### src/rtl/dmaseg_pkg.sv
package dmaseg_pkg;

  typedef enum logic [1:0] {
    SEG_IDLE   = 2'd0,
    SEG_WAIT   = 2'd1,
    SEG_ISSUE  = 2'd2,
    SEG_FINISH = 2'd3
  } seg_state_e;

endpackage

### src/rtl/seg_ctrl.sv
module seg_ctrl
  import dmaseg_pkg::*;
(
  input  logic       clk,
  input  logic       rst_n,
  input  logic       start,
  input  logic       len_zero,
  input  logic       periph,
  input  logic       any_req,
  input  logic       fire,
  input  logic       txn_last,
  input  logic       buf_last,
  output seg_state_e state,
  output logic       ld_buf,
  output logic       ld_txn_mem,
  output logic       ld_txn_req
);

  seg_state_e state_d;

  always_comb begin
    state_d = state;
    case (state)
      SEG_IDLE: begin
        if (start) begin
          if (len_zero)    state_d = SEG_FINISH;
          else if (periph) state_d = SEG_WAIT;
          else             state_d = SEG_ISSUE;
        end
      end
      SEG_WAIT: begin
        if (any_req) state_d = SEG_ISSUE;
      end
      SEG_ISSUE: begin
        if (fire && txn_last) begin
          if (buf_last) state_d = SEG_FINISH;
          else          state_d = SEG_WAIT;
        end
      end
      SEG_FINISH: state_d = SEG_IDLE;
      default:    state_d = SEG_IDLE;
    endcase
  end

  always_comb begin
    ld_buf     = (state == SEG_IDLE) && start;
    ld_txn_mem = (state == SEG_IDLE) && start && !periph && !len_zero;
    ld_txn_req = (state == SEG_WAIT) && any_req;
  end

  always_ff @(posedge clk or negedge rst_n) begin
    if (!rst_n) state <= SEG_IDLE;
    else        state <= state_d;
  end

endmodule

### src/rtl/seg_txn_sel.sv
module seg_txn_sel #(
  parameter int LEN_W   = 12,
  parameter int CHUNK_W = 8
) (
  input  logic [LEN_W-1:0]   buf_left,
  input  logic [CHUNK_W-1:0] chunk_len,
  input  logic               req_chunk,
  output logic [LEN_W-1:0]   txn_len,
  output logic               txn_single
);

  logic [LEN_W-1:0] eff_chunk;

  always_comb begin
    if (chunk_len == '0) eff_chunk = LEN_W'(1);
    else                 eff_chunk = LEN_W'(chunk_len);
  end

  always_comb begin
    if (req_chunk) begin
      if (buf_left >= eff_chunk) begin
        txn_len    = eff_chunk;
        txn_single = 1'b0;
      end else begin
        txn_len    = buf_left;
        txn_single = 1'b1;
      end
    end else begin
      txn_len    = LEN_W'(1);
      txn_single = 1'b1;
    end
  end

endmodule

### src/rtl/seg_beat_calc.sv
module seg_beat_calc #(
  parameter int LEN_W     = 12,
  parameter int MAX_BURST = 16,
  parameter int BEAT_W    = 5
) (
  input  logic [LEN_W-1:0]  txn_left,
  input  logic              txn_single,
  output logic [BEAT_W-1:0] beats,
  output logic              burst
);

  localparam logic [LEN_W-1:0] CAP = LEN_W'(MAX_BURST);

  always_comb begin
    if (txn_single)           beats = BEAT_W'(1);
    else if (txn_left >= CAP) beats = BEAT_W'(MAX_BURST);
    else                      beats = txn_left[BEAT_W-1:0];
    burst = (beats > BEAT_W'(1));
  end

endmodule

### src/rtl/seg_counters.sv
module seg_counters #(
  parameter int ADDR_W     = 32,
  parameter int LEN_W      = 12,
  parameter int BEAT_W     = 5,
  parameter int BEAT_SHIFT = 2
) (
  input  logic              clk,
  input  logic              rst_n,
  input  logic              ld_buf,
  input  logic              ld_txn,
  input  logic              fire,
  input  logic [ADDR_W-1:0] start_addr,
  input  logic [LEN_W-1:0]  buf_len,
  input  logic [LEN_W-1:0]  txn_len_in,
  input  logic              txn_single_in,
  input  logic [BEAT_W-1:0] beats,
  output logic [ADDR_W-1:0] addr,
  output logic [LEN_W-1:0]  buf_left,
  output logic [LEN_W-1:0]  txn_left,
  output logic              txn_single
);

  logic [ADDR_W-1:0] addr_d;
  logic [LEN_W-1:0]  buf_left_d, txn_left_d;
  logic              txn_single_d;
  logic              addr_en, buf_en, txn_en;

  always_comb begin
    addr_en = ld_buf || fire;
    buf_en  = ld_buf || fire;
    txn_en  = ld_txn || fire;

    if (ld_buf) addr_d = start_addr;
    else        addr_d = addr + (ADDR_W'(beats) << BEAT_SHIFT);

    if (ld_buf) buf_left_d = buf_len;
    else        buf_left_d = buf_left - LEN_W'(beats);

    if (ld_txn) begin
      txn_left_d   = txn_len_in;
      txn_single_d = txn_single_in;
    end else begin
      txn_left_d   = txn_left - LEN_W'(beats);
      txn_single_d = txn_single;
    end
  end

  always_ff @(posedge clk or negedge rst_n) begin
    if (!rst_n) begin
      addr       <= '0;
      buf_left   <= '0;
      txn_left   <= '0;
      txn_single <= 1'b0;
    end else begin
      if (addr_en) addr     <= addr_d;
      if (buf_en)  buf_left <= buf_left_d;
      if (txn_en) begin
        txn_left   <= txn_left_d;
        txn_single <= txn_single_d;
      end
    end
  end

endmodule

### src/rtl/dma_buf_segmenter.sv
module dma_buf_segmenter
  import dmaseg_pkg::*;
#(
  parameter int ADDR_W     = 32,
  parameter int LEN_W      = 12,
  parameter int CHUNK_W    = 8,
  parameter int MAX_BURST  = 16,
  parameter int BEAT_BYTES = 4,
  localparam int BEAT_W    = $clog2(MAX_BURST + 1)
) (
  input  logic              clk,
  input  logic              rst_n,
  input  logic              start,
  input  logic [ADDR_W-1:0] start_addr,
  input  logic [LEN_W-1:0]  buf_len,
  input  logic              periph,
  input  logic [CHUNK_W-1:0] chunk_len,
  input  logic              req_single,
  input  logic              req_chunk,
  input  logic              cmd_ready,
  output logic              cmd_valid,
  output logic [ADDR_W-1:0] cmd_addr,
  output logic [BEAT_W-1:0] cmd_beats,
  output logic              cmd_burst,
  output logic              busy,
  output logic              done
);

  localparam int BEAT_SHIFT = $clog2(BEAT_BYTES);

  seg_state_e       state;
  logic             ld_buf, ld_txn_mem, ld_txn_req, ld_txn;
  logic             fire, txn_last, buf_last, any_req, len_zero;
  logic [LEN_W-1:0] buf_left, txn_left, sel_len, txn_len_in;
  logic             sel_single, txn_single, txn_single_in;
  logic [BEAT_W-1:0] beats;
  logic             burst;

  always_comb begin
    len_zero  = (buf_len == '0);
    any_req   = req_single || req_chunk;
    cmd_valid = (state == SEG_ISSUE);
    fire      = cmd_valid && cmd_ready;
    txn_last  = (txn_left == LEN_W'(beats));
    buf_last  = (buf_left == LEN_W'(beats));
    ld_txn    = ld_txn_mem || ld_txn_req;
    if (ld_txn_mem) begin
      txn_len_in    = buf_len;
      txn_single_in = 1'b0;
    end else begin
      txn_len_in    = sel_len;
      txn_single_in = sel_single;
    end
    busy      = (state != SEG_IDLE);
    done      = (state == SEG_FINISH);
    cmd_beats = beats;
    cmd_burst = burst;
  end

  seg_ctrl u_ctrl (
    .clk        (clk),
    .rst_n      (rst_n),
    .start      (start),
    .len_zero   (len_zero),
    .periph     (periph),
    .any_req    (any_req),
    .fire       (fire),
    .txn_last   (txn_last),
    .buf_last   (buf_last),
    .state      (state),
    .ld_buf     (ld_buf),
    .ld_txn_mem (ld_txn_mem),
    .ld_txn_req (ld_txn_req)
  );

  seg_txn_sel #(
    .LEN_W   (LEN_W),
    .CHUNK_W (CHUNK_W)
  ) u_sel (
    .buf_left   (buf_left),
    .chunk_len  (chunk_len),
    .req_chunk  (req_chunk),
    .txn_len    (sel_len),
    .txn_single (sel_single)
  );

  seg_beat_calc #(
    .LEN_W     (LEN_W),
    .MAX_BURST (MAX_BURST),
    .BEAT_W    (BEAT_W)
  ) u_beat (
    .txn_left   (txn_left),
    .txn_single (txn_single),
    .beats      (beats),
    .burst      (burst)
  );

  seg_counters #(
    .ADDR_W     (ADDR_W),
    .LEN_W      (LEN_W),
    .BEAT_W     (BEAT_W),
    .BEAT_SHIFT (BEAT_SHIFT)
  ) u_cnt (
    .clk           (clk),
    .rst_n         (rst_n),
    .ld_buf        (ld_buf),
    .ld_txn        (ld_txn),
    .fire          (fire),
    .start_addr    (start_addr),
    .buf_len       (buf_len),
    .txn_len_in    (txn_len_in),
    .txn_single_in (txn_single_in),
    .beats         (beats),
    .addr          (cmd_addr),
    .buf_left      (buf_left),
    .txn_left      (txn_left),
    .txn_single    (txn_single)
  );

endmodule

### config.mk
export PLATFORM = sky130hd
export DESIGN_NAME = dma_buf_segmenter
export DESIGN_NICKNAME = d
export VERILOG_FILES = /design/src/rtl/dmaseg_pkg.sv /design/src/rtl/seg_ctrl.sv /design/src/rtl/seg_txn_sel.sv /design/src/rtl/seg_beat_calc.sv /design/src/rtl/seg_counters.sv /design/src/rtl/dma_buf_segmenter.sv
export SDC_FILE = /design/constraint.sdc
export NUM_CORES = 1
export LEC_CHECK = 0
export BUFFER_PORTS_ARGS = -buffer_cell sky130_fd_sc_hd__buf_2
export CORE_MARGIN = 2
export CORE_UTILIZATION = 55
export DETAILED_ROUTE_END_ITERATION = 6
export GPL_TIMING_DRIVEN = 0
export HOLD_SLACK_MARGIN = 0.1
export PLACE_DENSITY_LB_ADDON = 0.12
export RECOVER_POWER = 25
export SETUP_SLACK_MARGIN = 0.02
export SKIP_LAST_GASP = 1
export SYNTH_ARGS = -nofsm -noshare
export SYNTH_HDL_FRONTEND = slang
export SYNTH_HIERARCHICAL = 1
export SYNTH_SLANG_ARGS = --single-unit
### constraint.sdc
create_clock -name clk -period 3.86 [get_ports clk]
set_clock_uncertainty 0.1 [all_clocks]
set_input_delay 0.579 -clock clk [delete_from_list [all_inputs] [get_ports clk]]
set_output_delay 0.579 -clock clk [all_outputs]
set_load 0.02 [all_outputs]
==> flow_summary.toml, run 1 <==
[outcome]
outcome = "finished, violations left"
failed_checks = "max-capacitance violations, max-slew violations"

[cells_and_area]
final_cells = 732
synthToLayoutAreaGrowth_pct = 18.1
drive_above_1_share_pct = 23.7
regArea_sq_um = 1480
multiInputGateArea_sq_um = 2830
num-fill-cells = 656
fin_nets = 711
num_antenna_cells = 0

[min_path]
hold_path.class = "input port to flip-flop"

[drt]
first_pass_iters = 5
wl_per_cell_um = 16.3
dr_total_vias = 4245
drtIter0Drc = 350
drc = 0
ant_nets = 0
drt_wl_total_mm = 12.0
via_per_inst = 5.80

[sta]
setup_viol_count_final = 0
tns_ns = 0
finalHoldViolations = 0
worst_slew_pin_slew_ns = 1.51
slew_headroom_pct = -0.883
max_freq_ghz = 0.294
rsz0062_at_grt = "no"
slew_viol_final = 60
period_share_pct = 88.2
min_period_ns = 3.41

[cts]
postCtsSetupRepairBufs = 0
cts_hold_buf = 0
root_buffer = "clkbuf_8"
cts_sinks = 59
cts_tree = "built"
clock_latency_ns = 0.35
cts_buffer_depth = 2
htreeDepth = 3
post_cts_resized = 0
tritoncts.num_buffers = 9
clkTransAtPathRegs_ns = 0.07

[setup_path]
end_kind = "flip-flop"
critical_path_class = "flip-flop to flip-flop"
cp_max_fo = 6
critical_path_required_ns = 3.97
crit_slowest_cell = "a21oi_1"
critPathMostFrequentCell = "nor4_2"
critPathMaxStageDelay_ns = 0.59
worstPathArrival_ns = 3.52
crit_chain = "nor4_2 > a21oi_1 > inv_1 > ha_1 > or4b_1 > or4_1 > nor4_2 > xnor2_1 > o21ai_1"
startpoint_type = "flip-flop"

[grt]
grt_pass1_vias = 4011
gr-total-overflow = 0
antenna_found_initial = 0
grt_first_pass_wirelength_mm = 19.2
grtUsageTotal_pct = 27.7
grt_start_max_net_pins = 60

[yosys]
synth_flop_cell = "dfrtp_1"
synth_area_sq_um = 4490
synthArstFlopShare_pct = 100
netlist_top_cells_count = "79 x nand2_1, 62 x o21ai_0, 59 x dfrtp_1, 29 x xnor2_1, 27 x xor2_1"
synth_seq_cells = 59
yosysTopAreaCell = "dfrtp_1"
synth-edff-count = 0
synth_area_leaders = "dfrtp_1 33%, o21ai_0 6.9%, nand2_1 6.6%"
yosys_warnings = 6
synth.top_cell.area_share_pct = 32.9
ys_types = 55
synth_cells = 513
synth.avg_cell_area_sq_um = 8.75
ys_seq_area_share_pct = 32.9
yosysMostFrequentCell = "nand2_1"

[floorplanning]
core_sq_um = 7810
die_x_um = 94.3
ios = 100
dieArea_sq_um = 8900
row_count = 32
initial_core_util_pct = 57.5
dieHeight_um = 94.3

[power]
power.density_nw_per_um2 = 762
p_leak_nw = 2.27
irDropWorstVdd_v = 0.000408

[flow_run]
maxCapViolCount = 1

[placement]
hpwl_mm = 9.02
gp_congestion = 0.949
portBuffers = 99
dp.cells = 717
## critical path, delay by kind of cell, from the launching register on
family / cells / cell delay, ns
AO/OA/AOI/OAI: 2 / 0.67
XOR/XNOR: 1 / 0.17
adder cells (fa/ha/maj): 1 / 0.25
buffers and inverters: 1 / 0.20
flip-flops: 1 / 0.45
AND/OR/NAND/NOR: 4 / 1.45
## flip-flops by register name, summed over array words and instances (netlist names)
| signal | flops |
|---|---|
| u_cnt/addr | 32 |
| u_cnt/buf_left | 12 |
| u_cnt/txn_left | 12 |
| u_ctrl/state | 2 |
| u_cnt/txn_single | 1 |
## metrics by stage
| step | area, sq um | setup slack [ns] | hold slack, ns | power, W | util [%] |
|---|---|---|---|---|---|
| final | 5300 | 0.454 | 0.334 | 0.00404 | 67.9 |
| after global routing | 5300 | 0.286 | 0.334 | 0.00435 | 67.9 |
| after CTS | 5300 | 0.459 | 0.331 | 0.00401 | 67.9 |
| after detailed placement | 5120 | 0.380 | 0.402 | 0.00348 | 65.6 |
| after global placement | 5120 | 0.462 | 0.385 | 0.00341 | 65.6 |
| after floorplan | 4500 | 0.740 | 0.183 | 0.00284 | - |
## final cells by class
class                           count  area share [%]
Buffer                             22            1.98
Clock buffer                       11            2.86
Clock inverter                      4           0.496
Inverter                           23            1.63
Multi-Input combinational cell    412            53.4
Sequential cell                    59            27.9
Tap cell                          102            2.41
Timing Repair Buffer               99            9.35
## path summary, 6_finish.rpt
kind	cells after the start	startpoint	to	slack, ns
worst max-delay path	9	u_cnt/txn_left[7]$_DFFE_PN0N_	u_cnt/buf_left[11]$_DFFE_PN0N_	0.45
worst max register to register	9	u_cnt/txn_left[7]$_DFFE_PN0N_	u_cnt/buf_left[11]$_DFFE_PN0N_	0.45
worst min register to register	1	u_cnt/addr[1]$_DFFE_PN0P_	u_cnt/addr[1]$_DFFE_PN0P_	0.41
worst min-delay path	3	start_addr[14]	u_cnt/addr[14]$_DFFE_PN0N_	0.33
min in group asynchronous	1	rst_n	u_cnt/txn_left[10]$_DFFE_PN0N_	0.50
max in group asynchronous	1	rst_n	u_cnt/txn_left[3]$_DFFE_PN0N_	2.25
## layer usage
| metal | routed length (um) | track usage (%) | vias up |
|---|---|---|---|
| li1 | - | - | 2049 |
| met1 | 5480 | 40.3 | 2020 |
| met2 | 5460 | 42.5 | 161 |
| met3 | 861 | 3.99 | 15 |
| met4 | 164 | 9.66 | 0 |
| met5 | 0 | 0 | - |
## cell families after synthesis
kind of cell,Yosys count,synth area share [%]
AO/OA/AOI/OAI,100,13.1
buffers and inverters,45,4.27
AND/OR/NAND/NOR,195,23.6
flip-flops,59,32.9
other,1,0.0836
XOR/XNOR,56,10.9
multiplexers,31,7.42
adder cells (fa/ha/maj),26,7.75
## power breakdown
group	total [W]	switching [W]	leakage [nW]	internal, W
combinational	0.00222	0.00130	1.46	0.000921
clock	0.000518	0.000255	0.0912	0.000263
sequential	0.00130	0.000383	0.721	0.000917
total	0.00404	0.00194	2.27	0.00210
## cell usage in the layout, fill, tap and decap left out, types with 4 or more instances in the layout
master,synthesis,final
nor2b_1,5,5
o21ai_0,62,62
a22oi_1,4,4
and4_1,7,7
dfrtp_1,59,59
mux2i_1,13,13
mux2_2,17,17
clkbuf_8,0,11
nand2b_1,7,7
nand2_1,79,79
clkbuf_1,17,17
buf_2,0,98
conb_1,1,4
a21oi_1,11,11
xnor2_1,29,29
and2_1,7,7
nand3_1,11,11
nor2_1,12,12
xor2_1,27,27
nor4_2,5,5
nor4_1,11,11
nor3_1,13,13
buf_4,4,4
inv_1,22,22
ha_1,23,23
and3_1,4,4
nand4_1,11,11
Note: power is estimated with default switching activity, not from simulation.
==> run 2, diff against run 1 <==
- clock period: 3.86 -> 3.3 ns (I/O delays scaled with it)
==> run 2 against run 1 <==
Compared with the run above:
- the run ends with max-capacitance violations left
- cell count up 0.41%
- critical endpoint unchanged
- total power up 18%
- largest power group unchanged
- critical path depth unchanged
- first-iteration DRC count down 5.4%
- non-clock buffer count up 3
- combinational power up 18%
- highest routed layer unchanged
==> flow_summary.toml, run 2 (synthesized netlist as in run 1, its figures left out) <==
[cells_and_area]
final_common_cell = "buf_2"
utilization_pct = 68.7
mostFrequentLayoutCells = "98 x buf_2, 79 x nand2_1, 61 x o21ai_0"
largest_register_ffs = 32
num_antenna_cells = 0
synthToLayoutAreaGrowth_pct = 19.5
fin_nets = 714
final_cells = 735
stdcell_area_sq_um = 5360
drive_above_1_share_pct = 24.6
top_regs = "u_cnt/addr x32, u_cnt/buf_left x12, u_cnt/txn_left x12"
regMostFlops = "u_cnt/addr"

[outcome]
outcome = "finished, violations left"
failed_checks = "max-capacitance violations"

[placement]
hpwl_mm = 9.02
dp.cells = 717
placed_area_sq_um = 5120
portBuffers = 99
gp_congestion = 0.949
post-place-ws_ns = -0.0964

[drt]
via_per_inst = 5.76
drc = 0
first_pass_iters = 5
drt_wl_total_mm = 12.0
dr_total_vias = 4237
wl_per_cell_um = 16.4
drtIter0Drc = 331
ant_nets = 0

[cts]
clock_latency_ns = 0.34
htreeDepth = 3
root_buffer = "clkbuf_8"
cts_hold_buf = 0
tritoncts.num_buffers = 9
cts_sinks = 59
cts_tree = "built"
cts_buffer_depth = 2
clkTransAtPathRegs_ns = 0.07

[sta]
max_freq_ghz = 0.318
rsz0062_at_grt = "yes"
setup_viol_count_final = 0
slew_viol_final = 0
fin_ws_ns = 0.159
period_share_pct = 95.2
min_period_ns = 3.14
whs_ns = 0.252
worst_slew_pin_slew_ns = 1.49
slew_headroom_pct = 0.502
finalHoldViolations = 0

[setup_path]
cp_max_fo = 6
crit_end = "u_cnt/buf_left[11]$_DFFE_PN0N_"
critical_path_class = "flip-flop to flip-flop"
r2r-start = "u_cnt/txn_left[7]$_DFFE_PN0N_"
cp_num_cells = 9
r2r_cells = 9
startpoint_type = "flip-flop"
critPathMaxStageDelay_ns = 0.56
startpoint = "u_cnt/txn_left[7]$_DFFE_PN0N_"
cp_top_family = "simple AND/OR/NAND/NOR gates"
worstPathArrival_ns = 3.25
r2r-end = "u_cnt/buf_left[11]$_DFFE_PN0N_"
crit_slowest_cell = "or4b_1"
end_kind = "flip-flop"
critPathBufInv = 1
critical_path_required_ns = 3.41
crit_chain = "nor4_4 > a21oi_2 > inv_1 > ha_1 > or4b_1 > or4_1 > nor4_2 > xnor2_1 > o21ai_1"
r2r_setup_slack_ns = 0.16

[floorplanning]
core_sq_um = 7810
row_count = 32
die_x_um = 94.3
initial_core_util_pct = 57.5
dieArea_sq_um = 8900
ios = 100
dieHeight_um = 94.3

[grt]
grt_pass1_vias = 4035
grt_start_max_net_pins = 60
gr-total-overflow = 0
grt_first_pass_wirelength_mm = 19.3
grtUsageTotal_pct = 27.9
grt.busiest_layer = "met2"
antenna_found_initial = 0
use_met2_pct = 43.0
use_met3_pct = 3.51
grt_use_met1_pct = 40.1

[flow_run]
maxCapViolCount = 1

[min_path]
hold_path.class = "input port to flip-flop"

[power]
power.density_nw_per_um2 = 889
p_leak_nw = 2.29
irDropWorstVdd_v = 0.000481
-- run 2: cell count changes in the layout (fill, tap and decap cells not counted), moves of 2 or more --
cell     delta
and4b_2     +2
nor4_2      -2
nor4_4      +2
and4b_1     -2
buf_4       +3
-- run 2: layout make-up --
type                            instances  area (sq um)
Tap cell                              102           128
Sequential cell                        59          1480
Buffer                                 22           105
Multi-Input combinational cell        412          2870
Timing Repair Buffer                  102           518
Clock inverter                          4          26.3
Inverter                               23          86.3
Fill cell                             649          2450
Clock buffer                           11           151
-- run 2: layer usage --
metal | vias to the layer above | routed length, um
met2 | 166 | 5510
met1 | 2001 | 5480
met4 | 0 | 201
li1 | 2055 | -
met5 | - | 0
met3 | 15 | 828
-- run 2: repair_timing --
action,CTS,global route
resized for setup,4,4
endpoints found under the setup margin,4,6
pin swaps,0,2
setup buffers,0,3
-- run 2: tightest hold or removal path, cell delays in order --
cell     delay (ns)
buf_2          0.08
nand2_1        0.04
o21ai_0        0.05
-- run 2: worst min-delay path by stage --
stage,start,to,slack [ns],cells past startpoint
5_1_grt,start_addr[14],u_cnt/addr[14]$_DFFE_PN0N_,0.25,3
3_3_place_gp,u_cnt/addr[1]$_DFFE_PN0P_,u_cnt/addr[1]$_DFFE_PN0P_,0.39,1
6_report,start_addr[14],u_cnt/addr[14]$_DFFE_PN0N_,0.25,3
4_1_cts,start_addr[14],u_cnt/addr[14]$_DFFE_PN0N_,0.25,3
2_1_floorplan,rst_n,u_cnt/addr[0]$_DFFE_PN0P_,0.1,0
3_5_place_dp,u_cnt/addr[1]$_DFFE_PN0P_,u_cnt/addr[1]$_DFFE_PN0P_,0.40,1
-- run 2: where the power goes --
group | internal, W | total (W) | leakage (nW) | switching (W)
logic | 0.00109 | 0.00262 | 1.48 | 0.00152
registers | 0.00107 | 0.00154 | 0.721 | 0.000471
clock network | 0.000308 | 0.000604 | 0.0912 | 0.000297
total | 0.00247 | 0.00477 | 2.29 | 0.00229
-- run 2: per-stage QoR --
step                TNS [ns]  power [W]
finish                     0    0.00477
global route               0    0.00513
CTS                        0    0.00472
detailed placement    -0.237    0.00407
global placement     -0.0730    0.00399
floorplan                  0    0.00332
==> run 3, diff against run 2 <==
- CORE_UTILIZATION: 55 -> 50
- REMOVE_ABC_BUFFERS: unset -> 1
- clock period: 3.3 -> 2.65 ns (I/O delays scaled with it)
==> run 3 against run 2 <==
Compared with the run above:
- the run ends with max-capacitance violations, max-slew violations, negative setup slack left
- flip-flop and latch count is the same
- sequential share of layout area shrank 3.9 points
- first-iteration DRC count shrank 14%
- count of clock-buffer cells in the layout shrank 2
- non-clock buffer count grew 28
- routed wire length grew 9.7%
- utilization grew 3.3 points
- setup slack lost 0.36 ns
- sequential power grew 29%
- via count grew 3.2%
- total power grew 54%
- clock power grew 63%
- critical path type unchanged
- largest cell class unchanged
- largest power group unchanged
- highest routed layer unchanged
==> flow_summary.toml, run 3 (synthesized netlist as in run 1, its figures left out) <==
[outcome]
outcome = "finished, violations left"
failed_checks = "max-capacitance violations, max-slew violations, negative setup slack"

[drt]
wl_per_cell_um = 17.1
via_per_inst = 5.68
drtIter0Drc = 285
first_pass_iters = 5
ant_nets = 0
dr_total_vias = 4371
drc = 0
drt_wl_total_mm = 13.2

[floorplanning]
row_count = 34
core_sq_um = 8720
ios = 100
dieHeight_um = 98.7
initial_core_util_pct = 51.5
dieArea_sq_um = 9750
die_x_um = 98.7

[cells_and_area]
utilization_pct = 72.0
regMostFlops = "u_cnt/addr"
largest_register_ffs = 32
final_cells = 770
drive_above_1_share_pct = 40.5
mostFrequentLayoutCells = "96 x buf_2, 79 x nand2_1, 52 x dfrtp_1"
fin_nets = 743
num_antenna_cells = 0
top_regs = "u_cnt/addr x32, u_cnt/buf_left x12, u_cnt/txn_left x12"
final_common_cell = "buf_2"
synthToLayoutAreaGrowth_pct = 39.8

[cts]
root_buffer = "clkbuf_8"
clkTransAtPathRegs_ns = 0.07
cts_sinks = 59
htreeDepth = 3
cts_buffer_depth = 2
clock_latency_ns = 0.34
tritoncts.num_buffers = 9
cts_tree = "built"

[placement]
portBuffers = 99
dp.cells = 703
post-place-ws_ns = -0.871
gp_congestion = 0.824
hpwl_mm = 8.14

[power]
p_leak_nw = 2.72
irDropWorstVdd_v = 0.000568
power.density_nw_per_um2 = 1170
total_power_w = 0.00733

[setup_path]
startpoint_type = "flip-flop"
worstPathArrival_ns = 2.95
critical_path_required_ns = 2.76
cp_max_fo = 6
end_kind = "flip-flop"
critical_path_class = "flip-flop to flip-flop"

[sta]
slew_viol_final = 60
rsz0062_at_grt = "yes"
period_share_pct = 107
max_freq_ghz = 0.351
slew_headroom_pct = -2.36
setup_viol_count_final = 26
whs_ns = 0.166
worst_slew_pin_slew_ns = 1.54
fin_ws_ns = -0.196
min_period_ns = 2.85
finalHoldViolations = 0

[grt]
grtUsageTotal_pct = 25.9
grt_pass1_vias = 4264
gr-total-overflow = 0
antenna_found_initial = 0
grt_first_pass_wirelength_mm = 20.4
grt_start_max_net_pins = 60

[flow_run]
maxCapViolCount = 1

[min_path]
hold_path.class = "input port to flip-flop"
-- run 3: cell count changes in the layout (fill, tap and decap cells not counted), sizes merged --
cell,before,now
and2,7,8
buf,106,148
bufinv,0,3
clkbuf,29,12
clkinvlp,1,0
dlygate4sd3,0,1
-- run 3: final timing paths --
path	from	cells past startpoint	end	slack, ns
worst max-delay path	u_cnt/txn_left[7]$_DFFE_PN0N_	12	u_cnt/txn_left[4]$_DFFE_PN0N_	-0.20
worst min-delay path	start_addr[29]	3	u_cnt/addr[29]$_DFFE_PN0N_	0.17
worst max register to register	u_cnt/txn_left[7]$_DFFE_PN0N_	12	u_cnt/txn_left[4]$_DFFE_PN0N_	-0.20
worst min register to register	u_cnt/addr[1]$_DFFE_PN0P_	1	u_cnt/addr[1]$_DFFE_PN0P_	0.42
max in group asynchronous	rst_n	2	u_cnt/txn_left[6]$_DFFE_PN0N_	0.54
min in group asynchronous	rst_n	2	u_cnt/buf_left[5]$_DFFE_PN0N_	0.87
-- run 3: routing by layer --
metal  GRT usage, %  vias up  share of wire, %
li1               -     2102                 -
met1           32.4     2076                42
met2           45.2      170                50
met3           4.89       23               6.0
met4           8.01        0               1.8
met5              0        -                 0
-- run 3: metrics by stage --
step           cell area [sq um]  setup TNS (ns)
2_1_floorplan               4390          -24.80
3_3_place_gp                5020          -58.23
3_5_place_dp                5060          -26.20
4_1_cts                     5900           -1.54
5_1_grt                     6280           -5.07
6_report                    6280           -1.98
-- run 3: critical path: stages (launching register included) --
cell and delay (ns):
dfrtp_2 0.45, nor4_4 0.29, buf_6 0.16, a31o_4 0.20, buf_12 0.11, ha_4 0.12, inv_2 0.03, fa_2 0.36
buf_4 0.16, a21o_1 0.17, a211o_1 0.30, a31oi_1 0.16, o21ai_0 0.09
-- run 3: layout make-up --
class	instances	area [sq um]
multi-input cells	413	3390
fillers	641	2440
flip-flops and latches	59	1490
repair buffers	152	952
well taps	108	135
clock buffers	9	124
clock inverters	6	105
inverters	23	86.3
-- run 3: what timing repair did --
| action | in CTS | in global routing |
|---|---|---|
| hold buffers | 1 | 0 |
| hold endpoints to repair | 59 | 0 |
| gates cloned | 1 | 0 |
| gates resized for setup | 84 | 60 |
| endpoints found under the setup margin | 51 | 47 |
| buffers inserted | 30 | 23 |
| pin swaps | 39 | 50 |
-- run 3: power breakdown --
group,leakage (nW),total (W),switching (W),internal (W)
sequential,0.714,0.00199,0.000639,0.00135
combinational,1.89,0.00436,0.00232,0.00204
clock,0.119,0.000986,0.000371,0.000615
total,2.72,0.00733,0.00333,0.00400
